## src/rtl/tt_pkg.sv

```systemverilog
package tt_pkg;
  localparam int CAL_W = 6;
  typedef logic [CAL_W-1:0] cal_t;
endpackage

```

## src/rtl/tt_modcnt.sv

```systemverilog
module tt_modcnt #(
  parameter int LIMIT = 4
) (
  input  logic                       clk,
  input  logic                       rst_n,
  input  logic                       en_i,
  output logic                       wrap_o,
  output logic [$clog2(LIMIT)-1:0]   cnt_o
);
  localparam int W = $clog2(LIMIT);
  localparam logic [W-1:0] LAST = W'(LIMIT - 1);

  logic [W-1:0] cnt_q, cnt_d;

  assign wrap_o = en_i && (cnt_q == LAST);
  assign cnt_o  = cnt_q;

  always_comb begin
    cnt_d = cnt_q;
    if (en_i) begin
      if (cnt_q == LAST) cnt_d = '0;
      else               cnt_d = cnt_q + 1'b1;
    end
  end

  always_ff @(posedge clk or negedge rst_n) begin
    if (!rst_n) cnt_q <= '0;
    else        cnt_q <= cnt_d;
  end
endmodule

```

## src/rtl/tt_swallow.sv

```systemverilog
module tt_swallow
  import tt_pkg::*;
(
  input  logic clk,
  input  logic rst_n,
  input  logic raw_tick_i,
  input  logic open_i,
  input  logic cal_en_i,
  input  cal_t cal_i,
  output cal_t rem_o,
  output logic hold_o
);
  cal_t rem_q, rem_d;

  assign rem_o  = rem_q;
  assign hold_o = (rem_q != '0);

  always_comb begin
    rem_d = rem_q;
    if (!cal_en_i)                   rem_d = '0;
    else if (open_i)                 rem_d = cal_i;
    else if (raw_tick_i && hold_o)   rem_d = rem_q - 1'b1;
  end

  always_ff @(posedge clk or negedge rst_n) begin
    if (!rst_n) rem_q <= '0;
    else        rem_q <= rem_d;
  end
endmodule

```

## src/rtl/tt_check.sv

```systemverilog
module tt_check
  import tt_pkg::*;
#(
  parameter int BASE = 256
) (
  input  logic clk,
  input  logic rst_n,
  input  logic mode_i,
  input  logic raw_tick_i,
  input  cal_t cal_i,
  output logic tick_o
);
  localparam int CW = $clog2(BASE + (1 << CAL_W) + 1);

  logic [CW-1:0] cnt_q, cnt_d, last;

  assign last   = CW'(BASE - 1) + CW'(cal_i);
  assign tick_o = mode_i && raw_tick_i && (cnt_q >= last);

  always_comb begin
    cnt_d = cnt_q;
    if (!mode_i)         cnt_d = '0;
    else if (tick_o)     cnt_d = '0;
    else if (raw_tick_i) cnt_d = cnt_q + 1'b1;
  end

  always_ff @(posedge clk or negedge rst_n) begin
    if (!rst_n) cnt_q <= '0;
    else        cnt_q <= cnt_d;
  end
endmodule

```

## src/rtl/timebase_trim.sv

```systemverilog
module timebase_trim
  import tt_pkg::*;
#(
  parameter int PRE_DIV      = 4,
  parameter int FAST_PER_SEC = 8192,
  parameter int SEC_PER_MIN  = 60,
  parameter int WIN_START    = 819,
  parameter int CHK_BASE     = 256
) (
  input  logic             clk,
  input  logic             rst_n,
  input  logic [CAL_W-1:0] cal_i,
  input  logic             cal_en_i,
  input  logic             chk_mode_i,
  output logic             fast_tick_o,
  output logic             sec_tick_o,
  output logic             min_tick_o,
  output logic             chk_tick_o
);
  localparam int PW = $clog2(PRE_DIV);
  localparam int FW = $clog2(FAST_PER_SEC);
  localparam int SW = $clog2(SEC_PER_MIN);
  localparam logic [FW-1:0] WIN_LAST = FW'(WIN_START - 1);

  logic [1:0] rst_sync_q;
  logic       rst_core_n;

  always_ff @(posedge clk or negedge rst_n) begin
    if (!rst_n) rst_sync_q <= '0;
    else        rst_sync_q <= {rst_sync_q[0], 1'b1};
  end
  assign rst_core_n = rst_sync_q[1];

  logic          raw_tick, cor_tick, sec_tick, min_tick, hold, win_open, in_sec0;
  logic [PW-1:0] pre_cnt;
  logic [FW-1:0] fast_cnt;
  logic [SW-1:0] sec_cnt;
  cal_t          rem;

  tt_modcnt #(.LIMIT(PRE_DIV)) u_pre (
    .clk(clk), .rst_n(rst_core_n), .en_i(1'b1), .wrap_o(raw_tick), .cnt_o(pre_cnt));

  assign cor_tick = raw_tick && !hold;

  tt_modcnt #(.LIMIT(FAST_PER_SEC)) u_fast (
    .clk(clk), .rst_n(rst_core_n), .en_i(cor_tick), .wrap_o(sec_tick), .cnt_o(fast_cnt));

  tt_modcnt #(.LIMIT(SEC_PER_MIN)) u_sec (
    .clk(clk), .rst_n(rst_core_n), .en_i(sec_tick), .wrap_o(min_tick), .cnt_o(sec_cnt));

  assign in_sec0  = (sec_cnt == '0);
  assign win_open = cor_tick && in_sec0 && (fast_cnt == WIN_LAST);

  tt_swallow u_swallow (
    .clk(clk), .rst_n(rst_core_n), .raw_tick_i(raw_tick), .open_i(win_open),
    .cal_en_i(cal_en_i), .cal_i(cal_i), .rem_o(rem), .hold_o(hold));

  tt_check #(.BASE(CHK_BASE)) u_check (
    .clk(clk), .rst_n(rst_core_n), .mode_i(chk_mode_i), .raw_tick_i(raw_tick),
    .cal_i(cal_i), .tick_o(chk_tick_o));

  assign fast_tick_o = cor_tick;
  assign sec_tick_o  = sec_tick;
  assign min_tick_o  = min_tick;
endmodule

```

## config.mk

```make
export PLATFORM = sky130hd
export DESIGN_NAME = timebase_trim
export DESIGN_NICKNAME = d
export VERILOG_FILES = /design/src/rtl/tt_pkg.sv /design/src/rtl/tt_modcnt.sv /design/src/rtl/tt_swallow.sv /design/src/rtl/tt_check.sv /design/src/rtl/timebase_trim.sv
export SDC_FILE = /design/constraint.sdc
export NUM_CORES = 1
export LEC_CHECK = 0
export BUFFER_PORTS_ARGS = -buffer_cell sky130_fd_sc_hd__buf_2
export CORE_MARGIN = 1
export CORE_UTILIZATION = 55
export CTS_CLUSTER_DIAMETER = 30
export DETAILED_ROUTE_END_ITERATION = 8
export PLACE_DENSITY = 0.76
export SLEW_MARGIN = 20
export SYNTH_ARGS = -nofsm -noshare
export SYNTH_HDL_FRONTEND = slang
export SYNTH_HIERARCHICAL = 1
export SYNTH_SLANG_ARGS = --single-unit
```

## constraint.sdc

```tcl
create_clock -name clk -period 2.7 [get_ports clk]
set_input_delay 0.135 -clock clk [delete_from_list [all_inputs] [get_ports clk]]
set_output_delay 0.135 -clock clk [all_outputs]
set_load 0.03 [all_outputs]
```

==> impl_results.md, run 1 <==
* Main synth FF type: dfrtp_1
* Status: completed
* Logic pwr share at 0.336
* First-pass GRT wire length at 9270 um
* Flop2flop setup slack at 0.28 ns
* NumNets Final at 321
* Vias at 2161
* Initial antenna violation count at 0
* CTS Sinks at 38
* Clk_lat worst skew at 0.29 ns
* Seq cells post-synth at 38
* Place WS at 0.182 ns
* CTS tree: yes
* RR Startpoint: u_swallow/rem_o[0]
* DP Wirelength at 3730 um
* Clock Path Buffers at 2
* Post-synth top area cell: dfrtp_1
* Max-cap viol count at 0
* Arr. time, crit path at 2.53 ns
* Rows at 24
* DRC violations left at 0
* Share of cells above drive strength 1 at 0.190
* Drt first pass iters at 4
* Routed Wire Length at 5310 um
* Fmax at 0.376 GHz
* N_diodes at 0
* Setup crit end kind: output port
* CP startpoint kind: register
* CTS clk-pin slew, worst paths at 0.07 ns
* I/O Pins at 14
* Vias in the first global route at 2031
* Number of synthesized flops with an enable pin at 0
* RSZ-0062 raised after global routing: true
* Worst min path class: register to asynchronous set/reset pin
* Share of the synthesized area in the top cell type at 0.373
* Final Hold Viols at 0
* Final worst slack at 0.0394 ns
* Clk root buf: clkbuf_8
* Pleak at 1.27 nW
* RR Endpoint: u_swallow/rem_o[0]
* Iteration-0 DRC Markers at 164
* Via density at 6.23
* Final hold slack at 0.151 ns
* Starting Density at 0.578
* Total CTS buffers at 5
* Post-route clock skew at 0.00461 ns
* Drt wl/cell at 15.3 um
* Die Ht at 70.1 um
* Post-route antenna net violation count at 0
* GRT overflow at 0
* Count of final max-slew check failures at 0
* Sequential element share of the synthesized area at 0.373
* Ys Warns at 6
* Mean Syn Cell Area at 9.55 um2
* GRT Overall Usage at 0.234
* Fill count at 353
* Period utilization at 0.985
* Die W at 70.1 um
* Max FO, Critical Path at 4
* Ys async rst share at 1.00
* Synthesized instance count at 267
* H-tree Lvls at 2
* Area delta synth->final at 12.6%
* Die area at 0.00491 mm2
* Clk pwr share at 0.222
* Int Power at 1.11 mW
* Synth area leaders: dfrtp_1 (37%), ha_1 (7.9%), nand2_1 (4.0%)
* Worst Reg-to-Reg Cells at 12
* Sw Pwr at 0.560 mW
* CP Data Required Time at 2.57 ns
* Pwr Density at 582 mW/mm2
* Flop pwr share at 0.443
* Synthesized area at 0.00255 mm2
* Pin count of the biggest net entering global routing at 29
* Period minus WS final at 2.66 ns
* Final setup viols at 0
* Worst IR Drop VDD at 0.000330 V
* Crit Path Category: register to output port
* Port buffer count at 13
* Placer Congestion at 0.825
* Distinct cells, synth at 66
* Sw Share at 0.335
* Core area at 0.00441 mm2
[cell families after synthesis]
family                   after synthesis  share of synthesized area
AO/OA/AOI/OAI                         51                      0.146
XOR/XNOR                              14                     0.0481
adder cells (fa/ha/maj)               16                     0.0785
buffers and inverters                 19                     0.0402
flip-flops                            38                      0.373
multiplexers                           6                     0.0260
other                                  1                    0.00147
AND/OR/NAND/NOR                      122                      0.287
[what timing repair did]
action / 4_1_cts / 5_1_grt
setup buffers: 1 / 4
pin swaps: 1 / 5
setup endpoints to repair: 2 / 4
endpoints found under the hold margin: 2 / 0
resized for setup: 0 / 8
hold buffers: 1 / 0
[through the flow]
| step | area (um2) | power [mW] | std cells | setup TNS [ns] | utilization |
|---|---|---|---|---|---|
| after global routing | 2870 | 1.77 | 347 | -0.132 | 0.651 |
| after floorplan | 2610 | 1.10 | 271 | -2.07 | - |
| after CTS | 2820 | 1.58 | 343 | 0 | 0.639 |
| after detailed placement | 2720 | 1.20 | 334 | 0 | 0.617 |
| after global placement | 2720 | 1.19 | 334 | 0 | 0.617 |
| final | 2870 | 1.67 | 347 | 0 | 0.651 |
[per-layer routing]
metal	wire (um)	global-route usage	vias up
li1	-	-	1060
met1	2540	0.327	1023
met2	2460	0.369	73
met3	272	0.0332	5
met4	39	0.0867	0
met5	0	0	-
[worst max-delay path by stage]
stage                             startpoint              to  slack (ns)  cells past startpoint
after floorplan           u_swallow/rem_o[0]  u_sec/cnt_o[0]       -0.38                     11
after global placement    u_swallow/rem_o[0]  u_sec/cnt_o[5]        0.25                     10
after detailed placement  u_swallow/rem_o[0]  u_sec/cnt_o[5]        0.18                     10
after CTS                 u_swallow/rem_o[0]      min_tick_o        0.04                     10
after global routing      u_swallow/rem_o[0]      min_tick_o       -0.13                     10
final                     u_swallow/rem_o[0]      min_tick_o        0.04                     10
[flip-flops by register name, indices dropped and copies added, names as in the netlist]
signal and cells:
rst_sync_q 2, u_check/cnt_q 9, u_fast/cnt_o 13, u_pre/cnt_o 2
u_sec/cnt_o 6, u_swallow/rem_o 6
[layout by cell type (no fill, tap or decap), drive strengths merged, types with 4 or more instances in the layout]
cell type | netlist | routed
o21ai | 10 | 10
inv | 11 | 11
dfrtp | 38 | 38
conb | 1 | 5
nor3 | 8 | 8
nor2b | 5 | 5
nand3 | 15 | 15
nand2 | 28 | 28
a41oi | 4 | 4
clkbuf | 2 | 5
ha | 16 | 16
nor4b | 4 | 4
a21oi | 14 | 14
nand4 | 17 | 17
or3 | 5 | 5
buf | 6 | 24
xnor2 | 7 | 7
xor2 | 7 | 7
mux2i | 4 | 4
nor2 | 14 | 14
[worst max-delay path: stages, from the launching register on]
cell and delay, ns:
dfrtp_1 0.41, inv_2 0.10, ha_4 0.14, nor4b_4 0.25, nand2_2 0.12, nor2b_4 0.12
nand4_1 0.18, nor4_4 0.37, nand2_2 0.14, nor3_4 0.25, buf_6 0.17
[power by group through the flow]
stage               logic, mW  clock network [mW]  registers [mW]
floorplan               0.369                   0           0.730
global placement        0.449                   0           0.743
detailed placement      0.452                   0           0.747
CTS                     0.460               0.386           0.735
global route            0.613               0.408           0.749
finish                  0.561               0.370           0.740
[final cells by class]
cell class                      instances  area (um2)  area share
Inverter                               11        41.3      0.0144
Clock inverter                          2        10.0     0.00349
Multi-Input combinational cell        214        1570       0.547
Sequential cell                        38         951       0.331
Timing Repair Buffer                   25         164      0.0571
Clock buffer                            5        68.8      0.0240
Tap cell                               52        65.1      0.0227
[synthesized netlist by cell type (4+ instances only)]
library cell and count:
nand2_1 27, mux2i_1 4, nor3_1 7, a21oi_1 13, or3_1 4, xnor2_1 7, ha_1 16, nand3_1 15
xor2_1 7, dfrtp_1 38, o21ai_0 7, nand4_1 16, inv_1 11, nor2b_1 4, nor2_1 14
Note: power is estimated with default switching activity, not from simulation.
==> run 2, diff against run 1 <==
Settings changed: CTS_BUF_LIST set to sky130_fd_sc_hd__clkbuf_16.
==> run 2 against run 1 <==
Compared with the run above: utilization is 1.3 points higher; hold slack better by 0.0010 ns; routed wire length is 4.9% higher; register-to-register slack hardly changed; combinational power is 2% higher; cell count stayed put; largest cell class unchanged; fmax is 0.29% higher.
==> impl_results.md, run 2 (synthesized netlist as in run 1, its figures left out) <==
* Clock Path Buffers at 2 (unchanged)
* Slowest CP cell: dfrtp_1
* Clk root buf: clkbuf_16
* Drt wl/cell at 16.1 um (+4.9%)
* GRT overflow at 0 (unchanged)
* Period utilization at 0.983 (-0.00287)
* Final instance area at 0.00293 mm2 (+2.0%)
* Flop2flop setup slack at 0.27 ns (about the same)
* Drt first pass iters at 4 (unchanged)
* Pleak at 1.29 nW (+2.0%)
* Commonest non-fill, non-tap cell in the layout: dfrtp_1
* Max-cap viol count at 0 (unchanged)
* Crit path top cell by count: nand2_2
* Placer Congestion at 0.825 (unchanged)
* Period minus WS final at 2.65 ns (-0.00774 ns)
* Initial antenna violation count at 0 (unchanged)
* Core area at 0.00441 mm2 (unchanged)
* Int Power at 1.27 mW (+15%)
* Flop pwr share at 0.397 (-0.046)
* GRT Overall Usage at 0.242 (+0.00795)
* Area delta synth->final at 14.8%
* Post-route clock skew at 0.00201 ns (-0.00260 ns)
* Fmax at 0.377 GHz (+0.29%)
* DP Wirelength at 3730 um (unchanged)
* Arr. time, crit path at 2.52 ns (about the same)
* Setup crit end kind: output port
* Sw Pwr at 0.596 mW (+6.5%)
* Max FO, Critical Path at 4 (unchanged)
* Routed Wire Length at 5570 um (+4.9%)
* Max reg flops at 13 (unchanged)
* Buf/Inv on CP at 2 (unchanged)
* Final hold slack at 0.152 ns (+0.00101 ns)
* Port buffer count at 13 (unchanged)
* CTS Sinks at 38 (unchanged)
* Worst IR Drop VDD at 0.000287 V (-13%)
* Via density at 6.24 (+0.19%)
* Final setup viols at 0 (unchanged)
* Pwr Density at 639 mW/mm2 (+9.7%)
* N_diodes at 0 (unchanged)
* Rows at 24 (unchanged)
* Share of cells above drive strength 1 at 0.190 (unchanged)
* Clk pwr share at 0.296 (+0.074)
* Final cell count without fillers at 347 (unchanged)
* Starting Density at 0.578 (unchanged)
* Worst path max stage delay at 0.40 ns (about the same)
* Count of final max-slew check failures at 0 (unchanged)
* First-pass GRT wire length at 9480 um (+2.3%)
* Worst min path class: register to asynchronous set/reset pin
* Overall power at 1.87 mW (+12%)
* Die Ht at 70.1 um (unchanged)
* H-tree Lvls at 2 (unchanged)
* NumNets Final at 321 (unchanged)
* Sw Share at 0.319 (-0.0161)
* Commonest cells after routing, fill and taps aside: dfrtp_1 (38), nand2_1 (25), nand4_1 (16)
* Iteration-0 DRC Markers at 176 (+7.3%)
* Area after DPL at 0.00272 mm2 (unchanged)
* Logic pwr share at 0.308 (-0.028)
* Status: completed
* Vias at 2165 (+0.19%)
* Die area at 0.00491 mm2 (unchanged)
* Post-route antenna net violation count at 0 (unchanged)
* DRC violations left at 0 (unchanged)
* CTS tree: yes
* CP startpoint kind: register
* Clk_lat worst skew at 0.28 ns (about the same)
* Die W at 70.1 um (unchanged)
* CP cell instances: inv_2 -> ha_4 -> nor4b_4 -> nand2_2 -> nor2b_4 -> nand4_1 -> nor4_4 -> nand2_2 -> nor3_4 -> buf_6
* Final Hold Viols at 0 (unchanged)
* RSZ-0062 raised after global routing: true
* Vias in the first global route at 2063 (+1.6%)
* Crit Path Category: register to output port
* CP Data Required Time at 2.57 ns (about the same)
* Pin count of the biggest net entering global routing at 29 (unchanged)
* Total CTS buffers at 5 (unchanged)
* Cell count after placement at 334 (unchanged)
* I/O Pins at 14 (unchanged)
* CTS clk-pin slew, worst paths at 0.05 ns (-0.02 ns)
* Crit path max-delay family: simple AND/OR/NAND/NOR gates
-- run 2: metal layers --
layer	part of all wire	up-vias	track usage	wire, um
li1	-	1062	-	-
met1	0.48	1046	0.336	2650
met2	0.47	49	0.380	2640
met3	0.038	8	0.0404	211
met4	0.012	0	0.0867	68
met5	0	-	0	0
-- run 2: final cells by class --
type | instances | area [um2]
flip-flops and latches | 38 | 951
clock inverters | 2 | 10.0
inverters | 11 | 41.3
clock buffers | 5 | 125
multi-input cells | 214 | 1570
well taps | 52 | 65.1
fillers | 347 | 1490
repair buffers | 25 | 164
-- run 2: what timing repair did --
| action | 4_1_cts | 5_1_grt |
|---|---|---|
| pin swaps | 1 | 5 |
| hold buffers | 1 | 0 |
| gates resized for setup | 0 | 8 |
| endpoints found under the setup margin | 1 | 2 |
| endpoints found under the hold margin | 2 | 0 |
| buffers inserted | 1 | 4 |
-- run 2: power by group through the flow --
stage	combinational (mW)	sequential, mW	clock, mW
final	0.575	0.742	0.553
after global routing	0.617	0.753	0.589
after CTS	0.464	0.739	0.565
after detailed placement	0.452	0.747	0
after global placement	0.449	0.743	0
after floorplan	0.369	0.730	0
-- run 2: stage by stage --
step | utilization | TNS, ns | worst slack [ns]
CTS | 0.652 | 0 | 0.0648
finish | 0.663 | 0 | 0.0471
detailed placement | 0.617 | 0 | 0.182
global placement | 0.617 | 0 | 0.249
global route | 0.663 | -0.109 | -0.109
floorplan | - | -2.07 | -0.379
-- run 2: path summary, 6_finish.rpt --
kind,startpoint,to,cells past startpoint
worst max-delay path,u_swallow/rem_o[0],min_tick_o,10
worst min register to register,rst_sync_q[1],u_check/cnt_q[6],0
max in group asynchronous,rst_sync_q[1],u_swallow/rem_o[1],1
min in group clk,cal_en_i,u_swallow/rem_o[5],2
worst max register to register,u_swallow/rem_o[0],u_swallow/rem_o[0],12
worst min-delay path,rst_sync_q[1],u_check/cnt_q[6],0
==> run 3, diff against run 2 <==
Settings changed: CELL_PAD_IN_SITES_DETAIL_PLACEMENT set to 0, CELL_PAD_IN_SITES_GLOBAL_PLACEMENT set to 1, CORE_UTILIZATION 55 to 43, PLACE_DENSITY 0.76 to not set, PLACE_DENSITY_LB_ADDON set to 0.1.
==> run 3 against run 2 <==
Compared with the run above: via count shrank 2.8%; utilization down 13 points; critical path depth is the same; clock power increased by 35%; count of clock-buffer cells in the layout unchanged; hold slack improved by 0.0099 ns; non-clock buffer count is 1 higher; die area rose by 27%; flip-flop and latch count did not move; global-route usage shrank 5.1 points; setup slack worse by 0.028 ns; critical endpoint unchanged.
==> impl_results.md, run 3 (synthesized netlist as in run 1, its figures left out) <==
* Routed Wire Length at 5440 um (-2.3%)
* Final cell count without fillers at 369 (+6.3%)
* Count of final max-slew check failures at 0 (unchanged)
* First-pass GRT wire length at 9260 um (-2.3%)
* Highest Signal Layer: met4
* Place WS at 0.225 ns (+0.0437 ns)
* Setup crit end kind: output port
* GRT Overall Usage at 0.190 (-0.0512)
* Max reg flops at 13 (unchanged)
* Fill count at 552 (+59%)
* Via density at 5.70 (-8.6%)
* RSZ-0062 raised after global routing: true
* Commonest non-fill, non-tap cell in the layout: dfrtp_1
* Final hold slack at 0.162 ns (+0.00987 ns)
* Final setup viols at 0 (unchanged)
* Area of the multi-input gates at 0.00157 mm2 (unchanged)
* Share of cells above drive strength 1 at 0.192 (+0.00209)
* Area delta synth->final at 18.2%
* Pleak at 1.32 nW (+2.2%)
* Crit Path Category: register to output port
* Status: completed
* Vias at 2104 (-2.8%)
* Die W at 79.0 um (+13%)
* Rows at 27 (+13%)
* RR Startpoint: u_swallow/rem_o[1]
* I/O Pins at 14 (unchanged)
* Flop2flop setup slack at 0.29 ns (+0.02 ns)
* Period utilization at 0.993 (+0.0104)
* GRT overflow at 0 (unchanged)
* Post-route clock skew at 0.00159 ns (-0.000420 ns)
* Worst hold path depth at 2
* Drt first pass iters at 4 (unchanged)
* Clk_lat worst skew at 0.28 ns (about the same)
* Commonest cells after routing, fill and taps aside: dfrtp_1 (38), nand2_1 (25), nand4_1 (16)
* Fmax at 0.373 GHz (-1.1%)
* Wire length on met3 at 180 um (-15%)
* Hold Startpoint: cal_en_i
* Initial antenna violation count at 0 (unchanged)
* Port buffer count at 13 (unchanged)
* Post-route antenna net violation count at 0 (unchanged)
* CTS Sinks at 38 (unchanged)
* Final instance area at 0.00301 mm2 (+2.9%)
* Final Hold Viols at 0 (unchanged)
* Register area at 951 um2 (unchanged)
* Pin count of the biggest net entering global routing at 37 (+28%)
* CTS clk-pin slew, worst paths at 0.06 ns (about the same)
* Area after DPL at 0.00276 mm2 (+1.2%)
* Max FO, Critical Path at 4 (unchanged)
* Worst Reg-to-Reg Cells at 10 (-2)
* Placer Congestion at 0.794 (-3.8%)
* Core area at 0.00561 mm2 (+27%)
* NumNets Final at 322 (+0.31%)
* DP Wirelength at 3810 um (+1.9%)
* Total CTS buffers at 5 (unchanged)
* Cell count after placement at 355 (+6.3%)
* Met2 wire length at 2480 um (-5.9%)
* H-tree Lvls at 2 (unchanged)
* Arr. time, crit path at 2.55 ns (+0.03 ns)
* Clock Path Buffers at 2 (unchanged)
* Vias in the first global route at 1943 (-5.8%)
* CTS tree: yes
* Hold endpoint: u_swallow/rem_o[5]
* Die Ht at 79.0 um (+13%)
* Max-cap viol count at 0 (unchanged)
* RR Endpoint: u_sec/cnt_o[5]
* Final worst slack at 0.0189 ns (-0.0282 ns)
* N_diodes at 0 (unchanged)
* Overall power at 2.02 mW (+7.9%)
* DRC violations left at 0 (unchanged)
* Pwr Density at 669 mW/mm2 (+4.8%)
* Metal-1 WL at 2730 um (+2.9%)
* Clk root buf: clkbuf_16
* Fin util at 0.537 (-0.126)
* Die area at 0.00624 mm2 (+27%)
* Starting Density at 0.455 (-0.123)
* Fin Setup TNS at 0 ns (unchanged)
* Worst min path class: input port to register
* Iteration-0 DRC Markers at 110 (-38%)
* Drt wl/cell at 14.7 um (-8.1%)
* CP Data Required Time at 2.57 ns (about the same)
* Period minus WS final at 2.68 ns (+0.0282 ns)
* CP startpoint kind: register
* Worst IR Drop VDD at 0.000371 V (+29%)
## run 3: cell count changes in the layout (fill, tap and decap cells not counted), sizes merged
cell	delta
clkinv	-1
buf	+1
bufinv	+2
## run 3: critical path: stages (launching register included)
cell     delay [ns]
dfrtp_1        0.39
inv_2          0.10
ha_4           0.13
nor4b_4        0.26
nand2_2        0.14
nor2b_4        0.15
nand4_1        0.18
nor4_4         0.38
nand2_2        0.14
nor3_4         0.25
buf_6          0.16
## run 3: area by class of cell
type	instances	area share
sequential	38	0.315
tap	72	0.0299
clock buffer	5	0.0415
multi-input combinational	214	0.521
clock inverter	3	0.0212
timing repair buffer	26	0.0569
inverter	11	0.0137
## run 3: repair_timing
item / CTS / global route
endpoints found under the setup margin: 1 / 1
gates resized for setup: 0 / 8
hold buffers: 1 / 0
endpoints found under the hold margin: 2 / 0
pin swaps: 1 / 5
setup buffers: 0 / 5
## run 3: worst max path at each step
stage               slack (ns)             end          startpoint  depth (start not counted)
floorplan                -0.38  u_sec/cnt_o[0]  u_swallow/rem_o[0]                         11
global placement          0.26  u_sec/cnt_o[5]  u_swallow/rem_o[0]                         10
detailed placement        0.23      min_tick_o  u_swallow/rem_o[0]                         10
CTS                       0.04      min_tick_o  u_swallow/rem_o[0]                         10
global route             -0.09      min_tick_o  u_swallow/rem_o[0]                         10
finish                    0.02      min_tick_o  u_swallow/rem_o[1]                         10
## run 3: power by group
part | internal [mW] | leakage (nW) | switching [mW]
Clock | 0.526 | 0.0915 | 0.224
Sequential | 0.638 | 0.509 | 0.0997
Combinational | 0.268 | 0.721 | 0.262
## run 3: layer usage
metal	global-route usage	up-vias
met3	0.0356	4
met5	0	-
met2	0.293	32
met4	0.0600	0
met1	0.269	1003
li1	-	1065
